===== src/rtl/regblk_pkg.sv =====
package regblk_pkg;
    localparam int XLEN  = 32;
    localparam int OPC_W = 16;
    localparam int NREGS = 16;
    localparam int IDXW  = $clog2(NREGS);
    localparam int HALF  = NREGS / 2;
    localparam int WORD  = 16;

    localparam logic [2:0] MODE_DREG    = 3'd0;
    localparam logic [2:0] MODE_AREG    = 3'd1;
    localparam logic [2:0] MODE_POSTINC = 3'd3;
    localparam logic [2:0] MODE_PREDEC  = 3'd4;

    localparam int BIT_DIR  = 10;
    localparam int BIT_SIZE = 6;

    typedef enum logic [2:0] {
        S_IDLE,
        S_XFER,
        S_COMMIT,
        S_BASEWB,
        S_DONE
    } seq_state_e;

    typedef struct packed {
        logic            is_load;
        logic            is_long;
        logic            predec;
        logic            postinc;
        logic            late_gen;
        logic [IDXW-1:0] base_idx;
        logic [XLEN-1:0] base;
        logic [XLEN-1:0] step;
    } xfer_op_t;

    function automatic logic [XLEN-1:0] sext_word(input logic [WORD-1:0] w);
        return {{(XLEN-WORD){w[WORD-1]}}, w};
    endfunction

    function automatic logic [XLEN-1:0] low_word(input logic [XLEN-1:0] v);
        return {{(XLEN-WORD){1'b0}}, v[WORD-1:0]};
    endfunction
endpackage


===== src/rtl/regblk_decode.sv =====
module regblk_decode
    import regblk_pkg::*;
(
    input  logic [OPC_W-1:0] opcode,
    input  logic [XLEN-1:0]  base_addr,
    input  logic             late_gen,
    output xfer_op_t         op,
    output logic             illegal
);
    logic [2:0] mode;

    always_comb begin
        mode        = opcode[5:3];
        op.is_load  = opcode[BIT_DIR];
        op.is_long  = opcode[BIT_SIZE];
        op.predec   = (mode == MODE_PREDEC);
        op.postinc  = (mode == MODE_POSTINC);
        op.late_gen = late_gen;
        op.base_idx = IDXW'(HALF) | IDXW'(opcode[2:0]);
        op.base     = base_addr;
        op.step     = opcode[BIT_SIZE] ? XLEN'(4) : XLEN'(2);
        illegal     = (mode == MODE_DREG) || (mode == MODE_AREG)
                    || (op.postinc && !op.is_load)
                    || (op.predec && op.is_load);
    end
endmodule


===== src/rtl/regblk_pick.sv =====
module regblk_pick
    import regblk_pkg::*;
#(
    parameter int N = NREGS,
    parameter int W = $clog2(N)
) (
    input  logic         clk,
    input  logic         rst,
    input  logic [N-1:0] pend,
    input  logic         rev,
    output logic         any,
    output logic [N-1:0] sel_oh,
    output logic [W-1:0] idx
);
    logic [W-1:0] pos;
    logic         seen;

    always_comb begin
        seen   = 1'b0;
        sel_oh = '0;
        pos    = '0;
        for (int k = 0; k < N; k++) begin
            if (pend[k] && !seen) begin
                sel_oh[k] = 1'b1;
                pos       = W'(k);
                seen      = 1'b1;
            end
        end
    end

    assign any = |pend;
    assign idx = rev ? (W'(N - 1) - pos) : pos;


    pick_sel_chk: assert property (@(posedge clk) disable iff (rst)
        any |-> ($onehot(sel_oh) && ((sel_oh & pend) == sel_oh)));
endmodule


===== src/rtl/regblk_ldbuf.sv =====
module regblk_ldbuf
    import regblk_pkg::*;
(
    input  logic            clk,
    input  logic            rst,
    input  logic            cap_en,
    input  logic [IDXW-1:0] cap_idx,
    input  logic [XLEN-1:0] cap_data,
    input  logic [IDXW-1:0] rd_idx,
    output logic [XLEN-1:0] rd_data
);
    logic [NREGS-1:0][XLEN-1:0] slots;

    generate
        for (genvar g = 0; g < NREGS; g++) begin : g_slot
            logic [XLEN-1:0] q;
            always_ff @(posedge clk) begin
                if (rst) begin
                    q <= '0;
                end else if (cap_en && cap_idx == IDXW'(g)) begin
                    q <= cap_data;
                end
            end
            assign slots[g] = q;
        end
    endgenerate

    assign rd_data = slots[rd_idx];
endmodule


===== src/rtl/regblk_seq.sv =====
module regblk_seq
    import regblk_pkg::*;
(
    input  logic             clk,
    input  logic             rst,
    input  logic             start,
    input  logic [OPC_W-1:0] opcode,
    input  logic [NREGS-1:0] reg_mask,
    input  logic [XLEN-1:0]  base_addr,
    input  logic             late_gen,
    output logic [IDXW-1:0]  rf_rd_idx,
    input  logic [XLEN-1:0]  rf_rd_data,
    output logic             rf_we,
    output logic [IDXW-1:0]  rf_wr_idx,
    output logic [XLEN-1:0]  rf_wr_data,
    output logic             mem_req,
    output logic             mem_we,
    output logic             mem_size,
    output logic [XLEN-1:0]  mem_addr,
    output logic [XLEN-1:0]  mem_wdata,
    input  logic             mem_ack,
    input  logic [XLEN-1:0]  mem_rdata,
    output logic             busy,
    output logic             done,
    output logic             addr_fault
);
    seq_state_e       state;
    xfer_op_t         op_q;
    xfer_op_t         dec_op;
    logic             dec_bad;
    logic [NREGS-1:0] pend;
    logic [NREGS-1:0] cpend;
    logic [XLEN-1:0]  addr_ptr;
    logic             fault_q;

    logic             x_any;
    logic [NREGS-1:0] x_oh;
    logic [IDXW-1:0]  x_idx;
    logic             c_any;
    logic [NREGS-1:0] c_oh;
    logic [IDXW-1:0]  c_idx;
    logic [XLEN-1:0]  buf_data;
    logic [XLEN-1:0]  store_val;
    logic             cap_en;
    logic [XLEN-1:0]  cap_data;
    seq_state_e       after_xfer;

    regblk_decode u_dec (
        .opcode    (opcode),
        .base_addr (base_addr),
        .late_gen  (late_gen),
        .op        (dec_op),
        .illegal   (dec_bad)
    );

    regblk_pick #(.N(NREGS)) u_xpick (
        .clk    (clk),
        .rst    (rst),
        .pend   (pend),
        .rev    (op_q.predec),
        .any    (x_any),
        .sel_oh (x_oh),
        .idx    (x_idx)
    );

    regblk_pick #(.N(NREGS)) u_cpick (
        .clk    (clk),
        .rst    (rst),
        .pend   (cpend),
        .rev    (1'b0),
        .any    (c_any),
        .sel_oh (c_oh),
        .idx    (c_idx)
    );

    regblk_ldbuf u_buf (
        .clk      (clk),
        .rst      (rst),
        .cap_en   (cap_en),
        .cap_idx  (x_idx),
        .cap_data (cap_data),
        .rd_idx   (c_idx),
        .rd_data  (buf_data)
    );

    always_comb begin
        if (op_q.is_load)     after_xfer = S_COMMIT;
        else if (op_q.predec) after_xfer = S_BASEWB;
        else                  after_xfer = S_DONE;
    end

    always_ff @(posedge clk) begin
        if (rst) begin
            state    <= S_IDLE;
            op_q     <= '0;
            pend     <= '0;
            cpend    <= '0;
            addr_ptr <= '0;
            fault_q  <= 1'b0;
        end else begin
            case (state)
                S_IDLE: if (start) begin
                    op_q     <= dec_op;
                    pend     <= reg_mask;
                    cpend    <= dec_op.is_load ? reg_mask : '0;
                    addr_ptr <= base_addr;
                    fault_q  <= dec_bad;
                    if (dec_bad)                             state <= S_DONE;
                    else if (reg_mask != '0)                 state <= S_XFER;
                    else if (dec_op.predec || dec_op.postinc) state <= S_BASEWB;
                    else                                     state <= S_DONE;
                end
                S_XFER: if (mem_ack) begin
                    pend     <= pend & ~x_oh;
                    addr_ptr <= op_q.predec ? addr_ptr - op_q.step : addr_ptr + op_q.step;
                    if ((pend & ~x_oh) == '0) state <= after_xfer;
                end
                S_COMMIT: begin
                    cpend <= cpend & ~c_oh;
                    if ((cpend & ~c_oh) == '0) state <= op_q.postinc ? S_BASEWB : S_DONE;
                end
                S_BASEWB: state <= S_DONE;
                default: begin
                    state   <= S_IDLE;
                    fault_q <= 1'b0;
                end
            endcase
        end
    end

    always_comb begin
        if (op_q.predec && x_idx == op_q.base_idx)
            store_val = op_q.late_gen ? op_q.base - op_q.step : op_q.base;
        else
            store_val = rf_rd_data;
    end

    assign rf_rd_idx  = x_idx;
    assign mem_req    = (state == S_XFER);
    assign mem_we     = !op_q.is_load;
    assign mem_size   = op_q.is_long;
    assign mem_addr   = op_q.predec ? addr_ptr - op_q.step : addr_ptr;
    assign mem_wdata  = op_q.is_long ? store_val : low_word(store_val);
    assign cap_en     = mem_req && mem_ack && op_q.is_load;
    assign cap_data   = op_q.is_long ? mem_rdata : sext_word(mem_rdata[WORD-1:0]);
    assign rf_we      = (state == S_COMMIT && c_any) || (state == S_BASEWB);
    assign rf_wr_idx  = (state == S_COMMIT) ? c_idx : op_q.base_idx;
    assign rf_wr_data = (state == S_COMMIT) ? buf_data : addr_ptr;
    assign busy       = (state == S_XFER) || (state == S_COMMIT) || (state == S_BASEWB);
    assign done       = (state == S_DONE);
    assign addr_fault = done && fault_q;


    fault_now_chk: assert property (@(posedge clk) disable iff (rst)
        (state == S_IDLE && start && dec_bad) |=> (done && addr_fault && !mem_req && !rf_we));

    commit_late_chk: assert property (@(posedge clk) disable iff (rst)
        rf_we |-> !mem_req);

    done_pulse_chk: assert property (@(posedge clk) disable iff (rst)
        done |=> !done);

    done_idle_chk: assert property (@(posedge clk) disable iff (rst)
        done |-> !busy);

    req_hold_chk: assert property (@(posedge clk) disable iff (rst)
        (mem_req && !mem_ack) |=> (mem_req && $stable(mem_addr) && $stable(mem_we) && $stable(mem_wdata)));

    xfer_has_work_chk: assert property (@(posedge clk) disable iff (rst)
        mem_req |-> x_any);
endmodule


===== config.mk =====
export PLATFORM = sky130hd
export DESIGN_NAME = regblk_seq
export DESIGN_NICKNAME = d
export VERILOG_FILES = /design/src/rtl/regblk_pkg.sv /design/src/rtl/regblk_decode.sv /design/src/rtl/regblk_pick.sv /design/src/rtl/regblk_ldbuf.sv /design/src/rtl/regblk_seq.sv
export SDC_FILE = /design/constraint.sdc
export NUM_CORES = 2
export LEC_CHECK = 0
export ABC_AREA = 1
export ABC_CLOCK_PERIOD_IN_PS = 4500
export BUFFER_PORTS_ARGS = -buffer_cell sky130_fd_sc_hd__buf_4
export CAP_MARGIN = 20
export CORE_UTILIZATION = 45
export CTS_BUF_LIST = sky130_fd_sc_hd__clkbuf_8
export CTS_CLUSTER_SIZE = 16
export DETAILED_ROUTE_END_ITERATION = 6
export PLACE_DENSITY = 0.68
export SETUP_SLACK_MARGIN = 0.2
export SYNTH_ARGS = -nofsm -noshare
export SYNTH_HDL_FRONTEND = slang
export SYNTH_SLANG_ARGS = --single-unit
export TNS_END_PERCENT = 5

===== constraint.sdc =====
create_clock -name clk -period 4.5 [get_ports clk]
set_input_delay 0.225 -clock clk [delete_from_list [all_inputs] [get_ports clk]]
set_output_delay 0.225 -clock clk [all_outputs]
set_load 0.05 [all_outputs]

Word-level counts from Yosys, hierarchy flattened
Cells that the tools add are included.
{"block": "word_totals", "reg_bits": 653, "latchBits": 0, "ram_bits": 0, "mem_bits_ro": 0, "inputBits": 133, "output_inout_bits": 111, "word_cells": 297, "memories": 0}
{"block": "classes", "n_addsub": 4, "n_mul": 0, "div_mod_pow": 0, "magnitude_cmp": 1, "eq_ne": 27, "shift": 0, "mux": 124, "bitwise_logic": 5, "n_reduce_logical": 107}
{"op": "32-bit 2-to-1 mux", "count": 10}
{"op": "32-bit binary-select mux with 4-bit select", "count": 1}
{"op": "4-bit 2-to-1 mux", "count": 18}
{"op": "16-bit 2-to-1 mux", "count": 4}
{"op": "16-bit case mux with 2 select lines", "count": 2}
{"op": "32-bit case mux with 2 select lines", "count": 1}
{"op": "32-bit subtractor", "count": 2}
{"op": "1-bit 2-to-1 mux", "count": 63}
{"op": "3-bit 2-to-1 mux", "count": 19}
{"op": "1-bit logical AND", "count": 53}
{"op": "32-bit adder", "count": 1}
{"op": "16-bit AND", "count": 2}
{"op": "4-bit equality test (second input constant)", "count": 8}
{"op": "1-bit zero test", "count": 32}
{"op": "16-bit zero test", "count": 2}
{"op": "16-bit inverter", "count": 2}
{"op": "4-bit by 3-bit equality test with 1-bit output (second input constant)", "count": 4}
{"op": "16-bit nonzero test", "count": 1}
{"op": "16-bit OR reduction", "count": 1}
{"op": "3-bit case mux with 4 select lines", "count": 1}
{"op": "3-bit by 2-bit equality test with 1-bit output (second input constant)", "count": 3}
{"op": "4-bit by 2-bit equality test with 1-bit output (second input constant)", "count": 2}
{"op": "2-bit 2-to-1 mux", "count": 4}
{"op": "1-bit logical OR", "count": 7}
{"op": "17 further kinds", "count": 25}

Depth between registers and ports, before layout
{"block": "logic_depth", "ltp_word": 52, "depth_mapped": 22}

Hierarchy
Synthesis repeated with hierarchy kept, for this count alone.
{"block": "unflattened", "cells_unflattened": 6396, "hier_area_um2": 39651.8}
{"module": "regblk_ldbuf", "n_inst": 1, "cells_each": 3603, "area_per_inst_um2": 23774.1, "seq_area_each_um2": 10249.8}
{"module": "regblk_seq", "n_inst": 1, "cells_each": 2548, "area_per_inst_um2": 14338.8, "seq_area_each_um2": 2822.7}
{"module": "regblk_pick", "n_inst": 2, "cells_each": 80, "area_per_inst_um2": 478.0, "seq_area_each_um2": 0.0}
{"module": "regblk_decode", "n_inst": 1, "cells_each": 85, "area_per_inst_um2": 583.1, "seq_area_each_um2": 0.0}

Worst setup path before layout
No wires, ideal clock.
{"block": "synth_timing", "path_kind": "register to output", "from": "register op_q[2] in the netlist's numbering", "to": "output mem_wdata[14]", "arrival_time_ns": 4.073, "required_ns": 4.275, "slack_ns": 0.202, "path_stages_with_launch": 14, "n_path_buf": 3, "cell_sequence": "dfxtp_1 > clkbuf_1 > clkbuf_1 > buf_1 > inv_1 > ha_1 > inv_1 > o21ai_0 > nor2_1 > nand2_1 > nor4_1 > nand3_1 > xor2_1 > o21ai_0"}
{"block": "synth_via", "elab_chain_cells": 4}
{"item": "start, declared", "line_no": "regblk_seq.sv:28", "source": "xfer_op_t op_q;"}
{"item": "start signal, assigned", "line_no": "regblk_seq.sv:103", "source": "op_q <= dec_op;"}
{"item": "32-bit subtractor", "line_no": "regblk_seq.sv:133", "source": "store_val = op_q.late_gen ? op_q.base - op_q.step : op_q.base;"}
{"item": "32-bit 2-to-1 mux", "line_no": "regblk_seq.sv:133"}
{"item": "32-bit 2-to-1 mux", "line_no": "regblk_seq.sv:132", "source": "if (op_q.predec && x_idx == op_q.base_idx)"}
{"item": "32-bit 2-to-1 mux", "line_no": "regblk_seq.sv:143", "source": "assign mem_wdata = op_q.is_long ? store_val : low_word(store_val);"}
{"item": "end, declared", "line_no": "regblk_seq.sv:20", "source": "output logic [XLEN-1:0] mem_wdata,"}
Every way passes these cells.

Final worst setup path
{"block": "layout_timing", "from": "register cpend[0]", "to": "output rf_wr_data[23]"}
{"block": "layout_via", "elab_chain_cells": 49, "word_cells_on_any_way": 63}
{"item": "start, declared", "line_no": "regblk_seq.sv:32", "source": "logic [NREGS-1:0] cpend;"}
{"item": "start signal, assigned", "line_no": "regblk_seq.sv:105", "source": "cpend <= dec_op.is_load ? reg_mask : '0;"}
{"item": "start signal, assigned", "line_no": "regblk_seq.sv:119", "source": "cpend <= cpend & ~c_oh;"}
{"item": "1-bit 2-to-1 mux (*)", "line_no": "regblk_pick.sv:23", "source": "if (pend[k] && !seen) begin"}
{"item": "1-bit zero test", "line_no": "regblk_pick.sv:23"}
{"item": "1-bit logical AND", "line_no": "regblk_pick.sv:23"}
{"item": "1-bit 2-to-1 mux", "line_no": "regblk_pick.sv:23"}
{"item": "1-bit zero test", "line_no": "regblk_pick.sv:23"}
{"item": "1-bit logical AND", "line_no": "regblk_pick.sv:23"}
{"item": "1-bit 2-to-1 mux", "line_no": "regblk_pick.sv:23"}
{"item": "1-bit zero test", "line_no": "regblk_pick.sv:23"}
{"item": "(+33 left out)"}
{"item": "1-bit logical AND", "line_no": "regblk_pick.sv:23"}
{"item": "1-bit 2-to-1 mux", "line_no": "regblk_pick.sv:23"}
{"item": "1-bit zero test", "line_no": "regblk_pick.sv:23"}
{"item": "1-bit logical AND", "line_no": "regblk_pick.sv:23"}
{"item": "4-bit 2-to-1 mux (*)", "line_no": "regblk_pick.sv:23"}
{"item": "32-bit binary-select mux with 4-bit select (*)", "line_no": "regblk_ldbuf.sv:28", "source": "assign rd_data = slots[rd_idx];"}
{"item": "32-bit 2-to-1 mux (not written as such) (*)", "line_no": "regblk_ldbuf.sv:28"}
{"item": "32-bit 2-to-1 mux (*)", "line_no": "regblk_seq.sv:148", "source": "assign rf_wr_data = (state == S_COMMIT) ? buf_data : addr_ptr;"}
{"item": "end, declared", "line_no": "regblk_seq.sv:15", "source": "output logic [XLEN-1:0] rf_wr_data,"}
Every way passes the cells marked *; elsewhere a longest branch is shown, timed or not. The select of a mux whose other input is x is not followed.

==> results.cfg <==
[timing]
final_max_slew_viol_count = 0
skew_ns = 0.0224
min_period_ns = 4.14
relSlewSlack_pct = 25.3
fin_crit_sh_pct = 92.0
fin_tns_setup_ns = 0
rsz0062_at_grt = yes
worst_slew_pin_slew_ns = 1.12
fmax_ghz = 0.241
finalSetupViolCount = 0
finalHoldViolations = 0

[global_routing]
grt_use_total_pct = 29.2
grt_pass1_vias = 32100
antenna_found_initial = 1
grt_pass1_wl_microns = 181000
overflow = 0
grt_max_degree = 152

[placed_design]
hpwl_microns = 69800
place_congestion = 0.954
port_buffers = 235
placed_cells_incl_taps = 6713

[logic_synthesis]
synth_warnings = 0
synth-edff-count = 0
ys_types = 50
synth_area_sq_mm = 0.0345
ys_seq_area_share_pct = 36.1
syn_inst = 5770
async_flop_share_pct = 0
syn_nets = 5912
syn_area_per_cell_sq_um = 5.98
yosys_register_bits = 622
ys.flop_type = dfxtp_1

[floorplan]
ios = 244
coreArea_sq_mm = 0.0759
dieArea_sq_mm = 0.0778
rows = 101
die_height_microns = 279
initial_core_util_pct = 45.5
die-width_microns = 279

[clock_tree]
cts_buffers = 108
cts_buffer_depth = 3
cts_sinks = 622
cts_root_buffer = clkbuf_8
cts_tree = done
htreeDepth = 3
clock_latency_ns = 0.72
clk_pin_slew_worst_paths_ns = 0.06

[critical_path]
crit_type = flop to output port
slowest_stage = dfxtp_1
crit_required_ns = 4.28
cp_data_arrival_time_ns = 3.92
crit_path_start = cpend[0]
worstPathCellList = nor2_1 -> nand2_1 -> nor2_4 -> nand2_1 -> inv_2 -> nand3_1 -> nor2_1 -> nor2_1 -> o21ai_4 -> buf_12 -> inv_8 -> buf_4 -> nand3_1 -> nand3_1 -> nand3_1 -> nand2_1 -> nand2_1 -> nand2_1 -> buf_4
r2r_slack_ns = 0.60
reg2reg_depth = 16
reg2reg_from = pend[0]
end_kind = output port
cp_common_cell = nand2_1
critPathMaxStageDelay_ns = 0.43
start_kind = flop
rr_endpoint = u_buf.g_slot[14].q[9]
crit_family = simple AND/OR/NAND/NOR gates
crit_buf_inv = 5
cp_max_fo = 50

[drt]
routed_wl_microns = 119000
detail-route-antenna-nets = 0
firstDrtPassIters = 6
wl_per_cell_microns = 16.9
vias = 36300
first_iter_violations = 3282
routed_via_density = 5.19
drc = 0

[hold_path]
worstHoldStart = mem_rdata[16]
hold_end = u_buf.g_slot[3].q[16]
hold_depth = 5
hold_path.class = input pin to flop

[final_layout]
drive_above_1_share_pct = 9.91
syn_to_final_growth_pct = 17.1
nets = 6029
instances_no_fill = 7002

[pwr]
vdd_drop_max_uv = 811
power.density_mw_per_mm2 = 701
cellLeakagePower_nw = 17.6

[run]
maxCapViolCount = 0

[status]
outcome = complete, no violations
[worst reg2reg max path: cells and delay by family (launching register included)]
family                    cells  cell delay, ns
and+or+nand+nor              13            2.61
buffers and inverters         2            0.51
DFF                           1            0.39
xor gates and xnor gates      1            0.28
[logic make-up after synthesis]
group / after synthesis / share of synthesized area [%]
fa+ha+maj: 9 / 0.391
compound gates: 526 / 8.18
mux: 1 / 0.0326
buf+inv: 949 / 11.1
flops: 622 / 36.1
xor+xnor: 49 / 1.36
simple gates: 3614 / 42.9
[stage by stage]
stage	instance area, sq um	power, mW	setup slack (ns)	hold slack [ns]	utilization [%]
after detailed placement	36900	21.4	0.609	0.420	48.6
after floorplan	34500	16.4	0.202	0.315	-
after global routing	40400	29.9	0.150	0.0615	53.3
after CTS	40100	27.2	0.0869	0.0128	52.7
final	40400	28.3	0.358	0.0520	53.3
after global placement	36900	21.4	0.665	0.418	48.6
[cell usage after synthesis (9+ instances only)]
cell	instances	area share [%]
nand2_1	1724	19
a31oi_1	20	0.36
dfxtp_1	622	36
o21ai_0	311	4.5
nor4_1	16	0.29
o211ai_1	23	0.50
clkbuf_1	224	2.4
nand4_1	139	2.5
a21oi_1	131	1.9
nor3_1	81	1.2
nor2_1	1190	13
xor2_1	46	1.2
a22oi_1	9	0.20
nor2_4	16	0.52
buf_4	31	0.67
buf_1	54	0.59
nand3_1	425	6.2
inv_1	524	5.7
buf_2	110	1.6
[state kept, by name, indices dropped and copies added, names as in the netlist]
name and cells:
addr_ptr 32, cpend 16, fault_q 1, op_q 42, pend 16, state 3
u_buf.g_slot.q 512
[how the worst max path moves through the flow]
stage | endpoint | slack [ns] | cells past startpoint
floorplan | mem_wdata[14] | 0.20 | 13
global placement | rf_wr_data[16] | 0.67 | 18
detailed placement | rf_wr_data[16] | 0.61 | 18
global route | mem_wdata[13] | 0.15 | 17
CTS | rf_wr_data[19] | 0.09 | 18
finish | rf_wr_data[23] | 0.36 | 19
[timing repair]
action	in CTS	in global routing
setup buffers	2	5
hold buffers	79	0
endpoints found under the setup margin	34	61
resized for setup	15	44
gates cloned	1	7
endpoints found under the hold margin	176	0
pin swaps	0	1
[metal layers]
metal / global-route usage (%) / part of all wire, % / vias to the layer above
met2: 47.7 / 45 / 1407
met3: 4.79 / 8.2 / 241
met4: 11.7 / 3.4 / 0
li1: - / - / 18200
met5: 0 / 0 / -
met1: 38.2 / 43 / 16500
[layout make-up]
class                   instances  area (sq um)
diodes                          1          2.50
repair buffers                426          3950
well taps                    1030          1290
clock buffers                 139          1910
fillers                      7658         35500
multi-input cells            4199         18500
inverters                     530          2010
clock inverters                55           348
flip-flops and latches        622         12500
[cells in the final DEF, fill, tap and decap left out, types with 20 or more instances in the layout]
cell and n:
a21oi_1 130, a31oi_1 20, buf_12 21, buf_4 306
clkbuf_8 139, dfxtp_1 620, dlygate4sd3_1 79, inv_1 556
nand2_1 1707, nand3_1 423, nand4_1 139, nor2_1 1178
nor2_4 29, nor3_1 79, o211ai_1 23, o21ai_0 309
xor2_1 46
[power by group]
part / switching [mW] / internal (mW) / leakage [nW]
logic: 11.7 / 4.72 / 11.3
registers: 0.572 / 5.94 / 5.03
clock network: 2.45 / 2.99 / 1.31
Power figures use the tool's default switching activity.
